File: src/rtl/pmc_pkg.sv
package pmc_pkg;
  typedef enum logic [1:0] {
    MODE_NORMAL = 2'd0,
    MODE_SLOW   = 2'd1,
    MODE_IDLE   = 2'd2,
    MODE_SLEEP  = 2'd3
  } pmc_mode_e;

  typedef enum logic [2:0] {
    ST_NORMAL = 3'd0,
    ST_SLOW   = 3'd1,
    ST_IDLE   = 3'd2,
    ST_SLEEP  = 3'd3,
    ST_SETTLE = 3'd4
  } pmc_state_e;
endpackage

File: src/rtl/pmc_sync.sv
module pmc_sync #(
  parameter int WIDTH  = 17,
  parameter int STAGES = 2
) (
  input  logic             clk,
  input  logic             rst_n,
  input  logic [WIDTH-1:0] d,
  output logic [WIDTH-1:0] q
);
  logic [STAGES-1:0][WIDTH-1:0] pipe;

  always_ff @(posedge clk or negedge rst_n) begin
    if (!rst_n) pipe[0] <= '0;
    else        pipe[0] <= d;
  end

  for (genvar s = 1; s < STAGES; s++) begin : g_stage
    always_ff @(posedge clk or negedge rst_n) begin
      if (!rst_n) pipe[s] <= '0;
      else        pipe[s] <= pipe[s-1];
    end
  end

  assign q = pipe[STAGES-1];
endmodule

File: src/rtl/pmc_settle_cnt.sv
module pmc_settle_cnt #(
  parameter int CNT_W = 8
) (
  input  logic             clk,
  input  logic             rst_n,
  input  logic             load,
  input  logic [CNT_W-1:0] load_val,
  output logic             done
);
  localparam logic [CNT_W-1:0] ONE = {{(CNT_W-1){1'b0}}, 1'b1};

  logic [CNT_W-1:0] cnt_q, cnt_d;
  logic             cnt_en;

  assign done   = (cnt_q == '0);
  assign cnt_en = load || !done;

  always_comb begin
    if (load) cnt_d = load_val;
    else      cnt_d = cnt_q - ONE;
  end

  always_ff @(posedge clk or negedge rst_n) begin
    if (!rst_n)      cnt_q <= '0;
    else if (cnt_en) cnt_q <= cnt_d;
  end
endmodule

File: src/rtl/pmc_fsm.sv
module pmc_fsm
  import pmc_pkg::*;
(
  input  logic       clk,
  input  logic       rst_n,
  input  logic       req_valid,
  input  pmc_mode_e  req_mode,
  input  logic       irq_any,
  input  logic       wake_s,
  input  logic       settle_done,
  output pmc_state_e state_o,
  output logic       ret_slow_o,
  output logic       settle_load
);
  pmc_state_e state_q, state_d;
  logic       ret_slow_q, ret_slow_d, ret_en;

  always_comb begin
    state_d     = state_q;
    ret_slow_d  = ret_slow_q;
    ret_en      = 1'b0;
    settle_load = 1'b0;
    unique case (state_q)
      ST_NORMAL, ST_SLOW: begin
        if (req_valid) begin
          unique case (req_mode)
            MODE_NORMAL: state_d = ST_NORMAL;
            MODE_SLOW:   state_d = ST_SLOW;
            MODE_IDLE: begin
              state_d    = ST_IDLE;
              ret_en     = 1'b1;
              ret_slow_d = (state_q == ST_SLOW);
            end
            MODE_SLEEP: begin
              if (!wake_s) state_d = ST_SLEEP;
            end
            default: state_d = state_q;
          endcase
        end
      end
      ST_IDLE: begin
        if (irq_any) state_d = ret_slow_q ? ST_SLOW : ST_NORMAL;
      end
      ST_SLEEP: begin
        if (wake_s) begin
          state_d     = ST_SETTLE;
          settle_load = 1'b1;
        end
      end
      ST_SETTLE: begin
        if (settle_done) state_d = ST_NORMAL;
      end
      default: state_d = ST_NORMAL;
    endcase
  end

  always_ff @(posedge clk or negedge rst_n) begin
    if (!rst_n) state_q <= ST_NORMAL;
    else        state_q <= state_d;
  end

  always_ff @(posedge clk or negedge rst_n) begin
    if (!rst_n)      ret_slow_q <= 1'b0;
    else if (ret_en) ret_slow_q <= ret_slow_d;
  end

  assign state_o    = state_q;
  assign ret_slow_o = ret_slow_q;
endmodule

File: src/rtl/pwr_mode_ctrl.sv
module pwr_mode_ctrl
  import pmc_pkg::*;
#(
  parameter int NEINT       = 16,
  parameter int NPERIPH     = 8,
  parameter int CNT_W       = 8,
  parameter int SYNC_STAGES = 2
) (
  input  logic               clk,
  input  logic               rst_n,
  input  logic               req_valid,
  input  logic [1:0]         req_mode,
  input  logic               irq_any,
  input  logic [NEINT-1:0]   eint,
  input  logic               rtc_alarm,
  input  logic [CNT_W-1:0]   settle_cycles,
  input  logic [NPERIPH-1:0] periph_en_sw,
  output logic               cpu_clk_en,
  output logic               pll_en,
  output logic               slow_clk_sel,
  output logic [NPERIPH-1:0] periph_clk_en,
  output logic               core_pwr_en,
  output logic [1:0]         mode_o
);
  localparam int WAKE_W = NEINT + 1;

  logic [1:0]        rst_sync_q;
  logic              rst_int_n;
  logic [WAKE_W-1:0] wake_raw, wake_sync;
  logic              wake_s;
  logic              settle_load, settle_done;
  logic              ret_slow;
  pmc_state_e        state;
  logic              gate_on;

  // reset: asserted asynchronously, released on the clock
  always_ff @(posedge clk or negedge rst_n) begin
    if (!rst_n) rst_sync_q <= 2'b00;
    else        rst_sync_q <= {rst_sync_q[0], 1'b1};
  end
  assign rst_int_n = rst_sync_q[1];

  assign wake_raw = {rtc_alarm, eint};

  pmc_sync #(.WIDTH(WAKE_W), .STAGES(SYNC_STAGES)) u_sync (
    .clk   (clk),
    .rst_n (rst_int_n),
    .d     (wake_raw),
    .q     (wake_sync)
  );
  assign wake_s = |wake_sync;

  pmc_settle_cnt #(.CNT_W(CNT_W)) u_cnt (
    .clk      (clk),
    .rst_n    (rst_int_n),
    .load     (settle_load),
    .load_val (settle_cycles),
    .done     (settle_done)
  );

  pmc_fsm u_fsm (
    .clk         (clk),
    .rst_n       (rst_int_n),
    .req_valid   (req_valid),
    .req_mode    (pmc_mode_e'(req_mode)),
    .irq_any     (irq_any),
    .wake_s      (wake_s),
    .settle_done (settle_done),
    .state_o     (state),
    .ret_slow_o  (ret_slow),
    .settle_load (settle_load)
  );

  always_comb begin
    cpu_clk_en   = 1'b0;
    pll_en       = 1'b0;
    slow_clk_sel = 1'b0;
    core_pwr_en  = 1'b1;
    gate_on      = 1'b0;
    mode_o       = MODE_SLEEP;
    unique case (state)
      ST_NORMAL: begin
        cpu_clk_en = 1'b1; pll_en = 1'b1; gate_on = 1'b1; mode_o = MODE_NORMAL;
      end
      ST_SLOW: begin
        cpu_clk_en = 1'b1; slow_clk_sel = 1'b1; gate_on = 1'b1; mode_o = MODE_SLOW;
      end
      ST_IDLE: begin
        pll_en = !ret_slow; slow_clk_sel = ret_slow; gate_on = 1'b1; mode_o = MODE_IDLE;
      end
      ST_SLEEP:  core_pwr_en = 1'b0;
      ST_SETTLE: pll_en = 1'b1;
      default:   core_pwr_en = 1'b0;
    endcase
  end

  assign periph_clk_en = periph_en_sw & {NPERIPH{gate_on}};
endmodule

File: config.mk
export PLATFORM = sky130hd
export DESIGN_NAME = pwr_mode_ctrl
export DESIGN_NICKNAME = d
export VERILOG_FILES = /design/src/rtl/pmc_pkg.sv /design/src/rtl/pmc_sync.sv /design/src/rtl/pmc_settle_cnt.sv /design/src/rtl/pmc_fsm.sv /design/src/rtl/pwr_mode_ctrl.sv
export SDC_FILE = /design/constraint.sdc
export NUM_CORES = 1
export LEC_CHECK = 0
export ABC_CLOCK_PERIOD_IN_PS = 2200
export CAP_MARGIN = 20
export CORE_UTILIZATION = 40
export CTS_CLUSTER_DIAMETER = 100
export DETAILED_ROUTE_END_ITERATION = 10
export PLACE_DENSITY = 0.78
export SETUP_SLACK_MARGIN = 0.05
export SYNTH_ARGS = -nofsm -noshare
export SYNTH_HDL_FRONTEND = slang
export SYNTH_SLANG_ARGS = --single-unit
File: constraint.sdc
create_clock -name clk -period 2.2 [get_ports clk]
set_input_delay 0.66 -clock clk [delete_from_list [all_inputs] [get_ports clk]]
set_output_delay 0.66 -clock clk [all_outputs]
set_load 0.01 [all_outputs]
# Word-level counts from Yosys, hierarchy flattened
# Index checks and enable logic that the tools add are counted.
# classes
bitwise	1
n_reduce_logical	13
n_mux	20
eq_ne	12
add_sub_neg	1
# ops
operator	n
one-hot mux 3 bit (4 select lines)	2
OR reduction 17 bit	1
two-way mux 3 bit	5
two-way mux 1 bit	9
bitwise AND 8 bit	1
zero test 8 bit	1
two-way mux 8 bit	1
subtractor 8 x 1 -> 8 bit (second input constant)	1
== test 3 x 2 -> 1 bit (second input constant)	2
one-hot mux 2 bit (3 select lines)	1
AND reduction 5 bit	1
== test 2 bit (second input constant)	2
!= test 2 x 1 -> 1 bit (second input constant)	2
!= test 2 bit (second input constant)	2
one-hot mux 1 bit (2 select lines)	2
AND reduction 4 bit	1
OR reduction 2 bit	2
OR reduction 4 bit	1
== test 3 x 1 -> 1 bit (second input constant)	1
== test 3 bit (second input constant)	1
zero test 3 bit	1
!= test 3 bit (second input constant)	1
OR reduction 3 bit	1
== test 2 x 1 -> 1 bit (second input constant)	1
other kinds (3)	4
# word_totals
input_bits	39
elab_cells	53
register_bits	48

# Logic depth before layout (Yosys ltp)
# Gate-level depths: netlist of the first run.
# logic_depth
ltp_word	5
mapped_depth	7

# By module
# A second synthesis of the first run with hierarchy kept.
# unflattened
hier_cells	155
hier_area_um2	1901.8
# modules_own_cells
mod	cells_per_inst	instances	area_each_um2	seq_area_each_um2
pmc_sync	51	1	978.4	850.8
pmc_settle_cnt	54	1	488.0	200.2
pmc_fsm	22	1	235.2	100.1
pwr_mode_ctrl	28	1	200.2	50.0

# Least setup slack after synthesis of the first run
# No wires, ideal clock.
# synth_timing
kind	register to output
startpoint	reg u_fsm.state_q[1], in the netlist u_fsm.state_o[1]
endpoint	out periph_clk_en[0]
setup_slack_ns	0.263
arrival_ns	1.277
t_required_ns	1.540
stages_incl_launch_ff	6
cell_sequence	dfrtp_1 clkbuf_8 nor2_1 inv_1 nand2_1 and2_1
# synth_between
elab_chain_len	4
elab_cells_between_ends	6
# synth_lines
item	line_no	source
from (decl)	pmc_fsm.sv:15	pmc_state_e state_q, state_d;
from (signal assigned)	pmc_fsm.sv:59	else state_q <= state_d;
== test 3 x 2 -> 1 bit (tied with other cells)	pwr_mode_ctrl.sv:81	unique case (state)
OR reduction 3 bit (no source line) (*)	--	
two-way mux 1 bit (*)	pwr_mode_ctrl.sv:81	
bitwise AND 8 bit (*)	pwr_mode_ctrl.sv:97	assign periph_clk_en = periph_en_sw & {NPERIPH{gate_on}};
to (decl)	pwr_mode_ctrl.sv:21	output logic [NPERIPH-1:0] periph_clk_en,
# Mark *: on every way between the ends. The rest lies on a longest branch, timed or not.

# Worst setup path in the final report of the first run
# layout_timing
startpoint	in periph_en_sw[7]
endpoint	out periph_clk_en[7]
# layout_between
elab_chain_len	1
# layout_lines
item	line_no	source
from (decl)	pwr_mode_ctrl.sv:17	input logic [NPERIPH-1:0] periph_en_sw,
bitwise AND 8 bit	pwr_mode_ctrl.sv:97	
# No other way between the ends.

==> out/qor.csv, run 1 <==
stage,metric,value,unit
global_route,initial antenna violation count,0,
pwr,part of the power in the clock network,20.4,%
pwr,Logic pwr share,36.9,%
cts,clock slew at reported path FFs,0.09,ns
pwr,Reg power frac,42.7,%
pwr,P_sw,0.845,mW
cells_and_area,utilization of the core after routing,58.4,%
cts,clock latency on the worst-skew pair,0.30,ns
critical_path,reg-to-reg endpoint,u_fsm.state_o[1],
yosys,mux share of post-synthesis cell area,7.33,%
detailed_routing,1st-iter DRT viols,44,
global_route,grt ovf,0,
placement,I/O Buffers,52,
cts,TritonCTS Buffers,5,
critical_path,crit path to,periph_clk_en[7],
placement,Cells after DPL,247,
critical_path,worst r2r path cells,6,
global_route,largest net degree at the start of global routing,25,
run,max_cap viols,0,
critical_path,CP Launch Type,input pin,
yosys,Mapped Avg Cell Area,13.3,um^2
cells_and_area,synth-to-layout area growth,40.3,%
floorplan,IO Pins,53,
yosys,Synth Register Bits,48,
pwr,LEAKAGE,1.14,nW
cts,clock tree buffer depth,2,
sta,setup TNS,0,ns
critical_path,R2R Setup Slk,0.29,ns
yosys,Synth Area in Compound Gates,5.21,%
pwr,Net Sw Frac,31.5,%
detailed_routing,detailed-route wire length,3050,um
run_status,status,"finished, final reports clean",
global_route,first-pass GRT wire length,5160,um
yosys,Synth Cell Area,1830,um^2
detailed_routing,"antenna viol nets, final",0,
cts,clock root buffer,clkbuf_8,
floorplan,Core ar.,4380,um^2
placement,Final GP Congestion,0.846,
cells_and_area,share of layout cells above drive strength 1,23.8,%
sta,skew final,0.00698,ns
sta,Tmin final,2.13,ns
yosys,"EDFF count, synth",0,
pwr,Pint,1.84,mW
floorplan,Die W,69.6,um
pwr,VDD IR max,0.600,mV
floorplan,Die Y-Extent,69.6,um
cells_and_area,"leading cell type in the layout, fill and taps excluded",dfrtp_1,
yosys,Synth Area in Adders,1.37,%
yosys,Mapped Cells,137,
detailed_routing,DR WL/cell,11.8,um
critical_path,Max Fanout on Critical Path,1,
sta,final setup violating endpoints,0,
yosys,yosys synthesis warning count,0,
critical_path,arrival time worst endpoint,1.47,ns
yosys,syn nets,178,
yosys,Main synth FF type,dfrtp_1,
critical_path,FF-to-FF Start,u_cnt.cnt_q[4],
floorplan,row count,24,
floorplan,DIE AREA,4840,um^2
global_route,gr usage total,13.8,%
sta,final hold vios,0,
cells_and_area,most frequent cells in the layout,"47 x dfrtp_1, 38 x clkdlybuf4s50_1, 13 x buf_4",
sta,Pins Over Slew Limit,0,
cells_and_area,Antenna diodes,0,
placement,DP HPWL,2330,um
cells_and_area,final non-filler cell total,258,
cells_and_area,Nets,246,
global_route,vias in the first global route,1158,
yosys,distinct cell type count of the synthesized netlist,35,
detailed_routing,vias,1222,
cts,CTS tree,done,
critical_path,CP required,1.54,ns
yosys,sequential area share after synthesis,65.8,%
detailed_routing,drt pass-1 iters,4,
yosys,Synth Area in Simple Gates,14.9,%
floorplan,Initial Util,41.7,%
cts,CTS Hold Bufs,0,
detailed_routing,DR vias/cell,4.74,
critical_path,CP startpoint,periph_en_sw[7],
cts,clk sinks,48,
worst_hold_path,hold crit path type,reg2async,
sta,final period utilization,96.9,%
critical_path,crit path kind,in2out,
critical_path,endpoint class of the critical path,primary output,
yosys,Synth Area in XOR/XNOR,1.92,%
sta,RSZ-0062 raised after global routing,yes,
yosys,ys async rst share,100,%
yosys,largest family of logic cells by synthesized area,simple AND/OR/NAND/NOR gates,
detailed_routing,DRC,0,
sta,maximum clock frequency,469,MHz
cts,htree depth,2,
pwr,Pwr per Cell Area,1050,nW/um^2
## what timing repair did
| item | CTS | global route |
|---|---|---|
| pin swaps | 0 | 1 |
| resized for setup | 29 | 11 |
| buffers inserted | 1 | 2 |
| setup endpoints to repair | 13 | 12 |
## critical path: stages
cell             delay [ns]
clkdlybuf4s50_1        0.47
and2_1                 0.12
clkdlybuf4s15_1        0.23
## how the worst min path moves through the flow
stage,from,endpoint,slack [ns]
5_1_grt,rst_sync_q[1],u_sync.pipe[0],0.27
4_1_cts,rst_sync_q[1],u_sync.pipe[12],0.25
6_report,rst_sync_q[1],u_fsm.ret_slow_o,0.23
3_3_place_gp,rst_sync_q[1],u_fsm.ret_slow_o,0.24
3_5_place_dp,rst_sync_q[1],u_sync.pipe[12],0.24
2_1_floorplan,rst_sync_q[0],rst_sync_q[1],0.33
## per-stage QoR
| step | power (mW) | hold WS, ns | worst slack (ns) | instance area, um^2 |
|---|---|---|---|---|
| floorplan | 1.77 | 0.331 | 0.263 | 1830 |
| global placement | 2.14 | 0.239 | -0.239 | 2450 |
| detailed placement | 2.17 | 0.237 | -0.241 | 2450 |
| CTS | 2.72 | 0.246 | 0.0438 | 2570 |
| global route | 2.86 | 0.269 | 0.0186 | 2560 |
| finish | 2.68 | 0.234 | 0.0692 | 2560 |
## power by group through the flow
| stage | Clock (mW) | Combinational (mW) | Sequential [mW] |
|---|---|---|---|
| after floorplan | 0 | 0.625 | 1.14 |
| after global placement | 0 | 0.983 | 1.15 |
| after detailed placement | 0 | 1.01 | 1.16 |
| after CTS | 0.576 | 0.999 | 1.14 |
| after global routing | 0.611 | 1.09 | 1.17 |
| final | 0.549 | 0.990 | 1.14 |
## sequential cells by signal (all words and copies together), names as in the netlist
register	flops
u_sync.q	17
rst_sync_q	2
u_fsm.ret_slow_o	1
u_fsm.state_o	3
u_cnt.cnt_q	8
u_sync.pipe	17
## synth_stat cells, types with 2 or more instances
cell,number,area share (%)
inv_1,7,1.4
or3_1,2,0.68
ha_1,2,1.4
o31ai_1,2,0.82
buf_4,2,0.82
mux2_2,7,4.3
nor4_1,4,1.4
nand2_1,7,1.4
a21oi_1,7,1.9
nor2_1,10,2.1
dfrtp_1,48,66
nand2b_1,3,1.0
mux2i_1,4,2.2
nand3_1,2,0.55
and2_1,8,2.7
xnor2_1,3,1.4
## logic make-up (layout without fill, tap and decap cells)
family                     Yosys count  in the layout
xor gates and xnor gates             4              4
buffers and inverters               11             80
and+or+nand+nor                     44             44
DFF                                 48             48
other                                1              1
AOI/OAI and AO/OA                   15             15
adders and majority gates            2              2
muxes                               12             12
## cell type report
type	count	area [um^2]
inverters	7	26.3
flip-flops and latches	48	1200
repair buffers	65	591
multi-input cells	78	578
clock inverters	2	17.5
fillers	370	1820
well taps	52	65.1
clock buffers	6	82.6
## per-layer routing
metal,global-route usage [%],wire [um]
met1,15.7,1230
met2,23.6,1530
met3,5.23,245
met4,4.76,39
met5,0,0
Note: power is estimated with default switching activity, not from simulation.
==> run 2: changes to the inputs <==
Settings changed: CORE_ASPECT_RATIO set to 0.6.
==> run 2 against run 1 <==
Sequential power hardly changed; via count is 0.74% lower; non-clock buffer count is 6 lower; hold slack better by 0.12 ns; first-iteration DRC count is 9.1% higher; global-route usage is 1.3 points higher; core utilization is 0.95 points higher; largest cell class unchanged.
==> out/qor.csv, run 2 (synthesized netlist as in run 1, its figures left out) <==
stage,metric,value,unit,change
floorplan,Initial Util,43.1,%,+1.5 points
floorplan,row count,18,,-25%
cells_and_area,share of layout cells above drive strength 1,20.1,%,-3.7 points
critical_path,Crit-path slowest cell,dfrtp_1,,
pwr,VDD IR max,0.515,mV,-14%
sta,min setup slack post-route,0.130,ns,+0.0607 ns
global_route,gr usage total,15.1,%,+1.3 points
cts,htree depth,2,,unchanged
cells_and_area,utilization of the core after routing,59.4,%,+0.95 points
detailed_routing,DRC,0,,unchanged
critical_path,arrival time worst endpoint,1.41,ns,-0.06 ns
floorplan,IO Pins,53,,unchanged
sta,RSZ-0062 raised after global routing,no,,
sta,Worst-Margin Slew,0.937,ns,
floorplan,Die W,89.2,um,+28%
critical_path,Max Fanout on Critical Path,7,,+6
sta,Slew HR,37.6,%,
cts,clock tree buffer depth,2,,unchanged
cells_and_area,Nets,240,,-2.4%
global_route,first-pass GRT wire length,5240,um,+1.5%
placement,Final GP Congestion,0.808,,-4.5%
sta,skew final,0.00399,ns,-0.00298 ns
pwr,Pwr per Cell Area,1070,nW/um^2,+2.3%
cells_and_area,fill cell count,365,,-1.4%
cells_and_area,final non-filler cell total,259,,+0.39%
critical_path,"Largest stage delay, worst path",0.41,ns,-0.06 ns
sta,final period utilization,94.1,%,-2.8 points
detailed_routing,vias,1213,,-0.74%
cts,clock latency on the worst-skew pair,0.28,ns,-0.02 ns
sta,final hold vios,0,,unchanged
floorplan,DIE AREA,4850,um^2,+0.18%
run,max_cap viols,0,,unchanged
sta,Tmin final,2.07,ns,-0.0607 ns
placement,Cells after DPL,252,,+2.0%
run_status,status,"finished, final reports clean",,
sta,setup TNS,0,ns,unchanged
critical_path,CP required,1.54,ns,about the same
global_route,largest net degree at the start of global routing,47,,+88%
global_route,grt ovf,0,,unchanged
worst_hold_path,hold crit path type,reg2reg,,
cells_and_area,final instance area,2510,um^2,-1.9%
worst_hold_path,Hold Startpoint,u_sync.pipe[2],,
critical_path,crit path cell chain,"buf_4, o21a_1, nor2_1, dlygate4sd2_1",,
detailed_routing,"antenna viol nets, final",0,,unchanged
pwr,total power,2.69,mW,+0.41%
detailed_routing,drt pass-1 iters,4,,unchanged
sta,WHS,0.351,ns,+0.117 ns
detailed_routing,detailed-route wire length,3340,um,+9.5%
critical_path,CP startpoint,u_fsm.state_o[2],,
critical_path,crit path kind,reg2out,,
cts,clk sinks,48,,unchanged
cells_and_area,"leading cell type in the layout, fill and taps excluded",dfrtp_1,,
sta,maximum clock frequency,483,MHz,+2.9%
placement,DP HPWL,2550,um,+9.5%
floorplan,Core ar.,4230,um^2,-3.4%
critical_path,FF-to-FF Start,u_cnt.cnt_q[4],,
sta,Pins Over Slew Limit,0,,unchanged
cells_and_area,synth-to-layout area growth,37.7,%,
floorplan,Die Y-Extent,54.3,um,-22%
cts,TritonCTS Buffers,5,,unchanged
cells_and_area,Antenna diodes,0,,unchanged
cts,CTS tree,done,,
detailed_routing,DR vias/cell,4.68,,-1.1%
cells_and_area,most frequent cells in the layout,"47 x dfrtp_1, 38 x clkdlybuf4s50_1, 9 x nor2_1, 9 x clkbuf_2, 8 x and2_1",,
placement,Placed Area,2440,um^2,-0.51%
global_route,initial antenna violation count,0,,unchanged
cts,clock slew at reported path FFs,0.07,ns,-0.02 ns
placement,pre-CTS WS,-0.238,ns,+0.00361 ns
pwr,LEAKAGE,1.12,nW,-1.5%
placement,I/O Buffers,52,,unchanged
cts,# Post-CTS Setup Buffers,0,,-1
sta,final setup violating endpoints,0,,unchanged
detailed_routing,1st-iter DRT viols,48,,+9.1%
cts,clock root buffer,clkbuf_8,,
critical_path,CP Launch Type,flop,,
global_route,vias in the first global route,1204,,+4.0%
critical_path,endpoint class of the critical path,primary output,,
detailed_routing,DR WL/cell,12.9,um,+9.1%
-- run 2: changes by cell type in the layout (fill, tap and decap cells not counted), sizes merged --
cell / previous run / this run
buf: 15 / 7
clkbuf: 10 / 15
clkdlybuf4s15: 4 / 0
dlymetal6s2s: 1 / 3
inv: 9 / 7
bufinv: 0 / 1
dlygate4sd2: 3 / 2
-- run 2: area by class of cell --
cell class | count | area, um^2 | area share, %
multi-input cells | 78 | 576 | 22.9
repair buffers | 59 | 533 | 21.2
flip-flops and latches | 48 | 1200 | 47.8
inverters | 7 | 26.3 | 1.04
clock inverters | 1 | 30.0 | 1.19
well taps | 60 | 75.1 | 2.99
clock buffers | 6 | 72.6 | 2.89
-- run 2: metal layers --
metal / track usage, % / vias up / part of all wire [%]
li1: - / 581 / -
met1: 18.1 / 578 / 43
met2: 25.7 / 54 / 48
met3: 5.43 / 0 / 9.4
met4: 5.29 / 0 / 0
met5: 0 / - / 0
-- run 2: worst paths after layout --
kind	slack (ns)	end	cells past startpoint
max reg2reg	0.22	u_cnt.cnt_q[3]	5
min	0.35	u_sync.q[2]	0
min in group asynchronous	0.42	u_sync.q[16]	0
max in group asynchronous	1.20	u_sync.pipe[1]	0
max	0.13	pll_en	4
min reg2reg	0.35	u_sync.q[2]	0
-- run 2: worst max-delay path: cells and delay by family (launching register included) --
family                 cells  cell delay [ns]
AO/OA/AOI/OAI              1             0.18
buffers and inverters      2             0.44
flip-flops                 1             0.41
AND/OR/NAND/NOR            1             0.10
-- run 2: timing repair --
item	CTS	global route
pin swaps	0	0
setup endpoints to repair	12	12
hold buffers	0	0
resized for setup	17	18
-- run 2: where the power goes --
group,internal [mW],total [mW],switching [mW]
logic,0.513,0.942,0.429
clock network,0.333,0.586,0.253
registers,1.03,1.17,0.141
total,1.87,2.69,0.822
==> run 3: changes to the inputs <==
Settings changed: CORE_MARGIN set to 1.5, CTS_CLUSTER_SIZE set to 20.
==> run 3 against run 2 <==
Cell count grew 1.2%; total power shrank 1.1%; hold slack lost 0.0048 ns; clock skew grew 0.0040 ns; flip-flop and latch count is the same; combinational power grew 4.0%.
==> out/qor.csv, run 3 (synthesized netlist as in run 1, its figures left out) <==
stage,metric,value,unit,change
pwr,Pwr per Cell Area,1050,nW/um^2,-1.9%
pwr,Reg power frac,43.7,%,+0.4 points
global_route,vias in the first global route,1242,,+3.2%
global_route,initial antenna violation count,0,,unchanged
critical_path,R2R Setup Slk,0.24,ns,+0.02 ns
global_route,grt ovf,0,,unchanged
pwr,LEAKAGE,1.11,nW,-0.97%
critical_path,Max Fanout on Critical Path,7,,unchanged
worst_hold_path,hold crit path type,reg2reg,,
sta,skew final,0.00796,ns,+0.00396 ns
placement,pre-CTS WS,-0.227,ns,+0.0104 ns
pwr,Net Sw Frac,31.4,%,+0.85 points
cells_and_area,synth-to-layout area growth,38.9,%,
cts,htree depth,2,,unchanged
floorplan,DIE AREA,4990,um^2,+3.0%
critical_path,CP Launch Type,flop,,
detailed_routing,"antenna viol nets, final",0,,unchanged
critical_path,arrival time worst endpoint,1.46,ns,+0.05 ns
floorplan,Initial Util,43.1,%,unchanged
critical_path,WP depth,6,,+2
cells_and_area,Nets,242,,+0.83%
sta,Tmin final,2.12,ns,+0.0532 ns
global_route,gr usage total,15.1,%,+0.065 points
sta,maximum clock frequency,471,MHz,-2.5%
cells_and_area,register area,1200,um^2,unchanged
critical_path,endpoint class of the critical path,primary output,,
pwr,P_sw,0.836,mW,+1.7%
sta,final setup violating endpoints,0,,unchanged
cts,clock latency on the worst-skew pair,0.29,ns,about the same
pwr,total power,2.67,mW,-1.1%
floorplan,Die W,90.2,um,+1.1%
critical_path,"Largest stage delay, worst path",0.41,ns,about the same
sta,Pins Over Slew Limit,0,,unchanged
cells_and_area,utilization of the core after routing,59.9,%,+0.53 points
detailed_routing,DR vias/cell,4.72,,+0.73%
run_status,status,"finished, final reports clean",,
cts,CTS Hold Bufs,0,,unchanged
pwr,Pint,1.83,mW,-2.3%
sta,final period utilization,96.5,%,+2.4 points
detailed_routing,1st-iter DRT viols,43,,-10%
placement,Final GP Congestion,0.735,,-9.0%
floorplan,IO Pins,53,,unchanged
cts,TritonCTS Buffers,5,,unchanged
floorplan,Die Y-Extent,55.3,um,+1.8%
sta,min setup slack post-route,0.0767,ns,-0.0532 ns
critical_path,Crit path top cell by count,buf_6,,
critical_path,"Largest delay share family, worst path",simple AND/OR/NAND/NOR gates,,
global_route,largest net degree at the start of global routing,47,,unchanged
cts,clock root buffer,clkbuf_8,,
sta,final hold vios,0,,unchanged
critical_path,CP required,1.54,ns,about the same
floorplan,Core ar.,4230,um^2,unchanged
cts,CTS tree,done,,
detailed_routing,DR WL/cell,13.1,um,+1.9%
critical_path,worst r2r path cells,5,,unchanged
pwr,Logic pwr share,36.8,%,+1.8 points
worst_hold_path,Hold Startpoint,u_sync.pipe[0],,
cts,clk sinks,48,,unchanged
cells_and_area,share of layout cells above drive strength 1,22.3,%,+2.2 points
sta,RSZ-0062 raised after global routing,yes,,
detailed_routing,detailed-route wire length,3440,um,+3.1%
cells_and_area,fill cell count,343,,-6.0%
cells_and_area,Antenna diodes,0,,unchanged
critical_path,crit path cell chain,"buf_6, or2_4, nand2_4, buf_6, and2_4, buf_6",,
floorplan,row count,18,,unchanged
detailed_routing,vias,1236,,+1.9%
sta,Slew HR,38.1,%,+0.51 points
sta,Worst-Margin Slew,0.929,ns,-0.00769 ns
critical_path,Buffers & Inverters on Critical Path,3,,+1
cts,clock tree buffer depth,2,,unchanged
cells_and_area,final non-filler cell total,262,,+1.2%
pwr,VDD IR max,0.483,mV,-6.2%
cells_and_area,most frequent cells in the layout,"47 x dfrtp_1, 38 x clkdlybuf4s50_1, 9 x nor2_1",,
sta,setup TNS,0,ns,unchanged
placement,I/O Buffers,52,,unchanged
critical_path,FF-to-FF Start,u_cnt.cnt_q[4],,
critical_path,reg-to-reg endpoint,u_cnt.cnt_q[1],,
worst_hold_path,worst hold path depth,0,,unchanged
detailed_routing,drt pass-1 iters,4,,unchanged
placement,Cells after DPL,252,,unchanged
cells_and_area,"leading cell type in the layout, fill and taps excluded",dfrtp_1,,
run,max_cap viols,0,,unchanged
detailed_routing,DRC,0,,unchanged
cts,clock slew at reported path FFs,0.08,ns,about the same
worst_hold_path,Hold EP,u_sync.q[0],,
global_route,first-pass GRT wire length,5800,um,+11%
cells_and_area,multi-input combinational cell area,583,um^2,+1.3%
critical_path,crit path kind,reg2out,,
placement,DP HPWL,2550,um,-0.14%
critical_path,Crit-path slowest cell,dfrtp_1,,
pwr,part of the power in the clock network,19.5,%,-2.2 points
-- run 3: metrics by stage --
step | cell area [um^2] | hold WS, ns
after floorplan | 1830 | 0.331
after global placement | 2440 | 0.333
after detailed placement | 2440 | 0.335
after CTS | 2520 | 0.351
after global routing | 2540 | 0.362
final | 2540 | 0.346
-- run 3: metal layers --
metal  share of wire, %  track usage, %  wire length [um]
met3                8.1            6.06               277
met1                 44            18.7              1530
met2                 46            23.2              1560
met5                  0               0                 0
met4                2.0            7.48                69
-- run 3: power groups by stage --
stage | Sequential [mW] | Clock, mW | Combinational [mW]
floorplan | 1.14 | 0 | 0.625
global placement | 1.17 | 0 | 0.956
detailed placement | 1.18 | 0 | 0.992
CTS | 1.16 | 0.546 | 0.959
global route | 1.19 | 0.586 | 1.08
finish | 1.17 | 0.520 | 0.980
-- run 3: worst max path at each step --
stage / from / to / slack, ns
CTS: u_fsm.state_o[2] / periph_clk_en[7] / 0.01
global route: u_fsm.state_o[2] / periph_clk_en[2] / -0.0004
detailed placement: periph_en_sw[7] / periph_clk_en[7] / -0.23
floorplan: u_fsm.state_o[1] / periph_clk_en[0] / 0.26
finish: u_fsm.state_o[2] / periph_clk_en[2] / 0.08
global placement: periph_en_sw[0] / periph_clk_en[0] / -0.24
-- run 3: cell type report --
| cell class | count | share of cell area (%) |
|---|---|---|
| timing repair buffer | 61 | 21.9 |
| sequential | 48 | 47.4 |
| tap | 60 | 2.96 |
| clock inverter | 1 | 0.296 |
| clock buffer | 7 | 3.40 |
| inverter | 7 | 1.04 |
| multi-input combinational | 78 | 23.0 |
-- run 3: timing repair --
action,CTS,global route
resized for setup,40,9
gates cloned,0,0
setup buffers,2,0
pin swaps,1,1
endpoints found under the setup margin,13,6
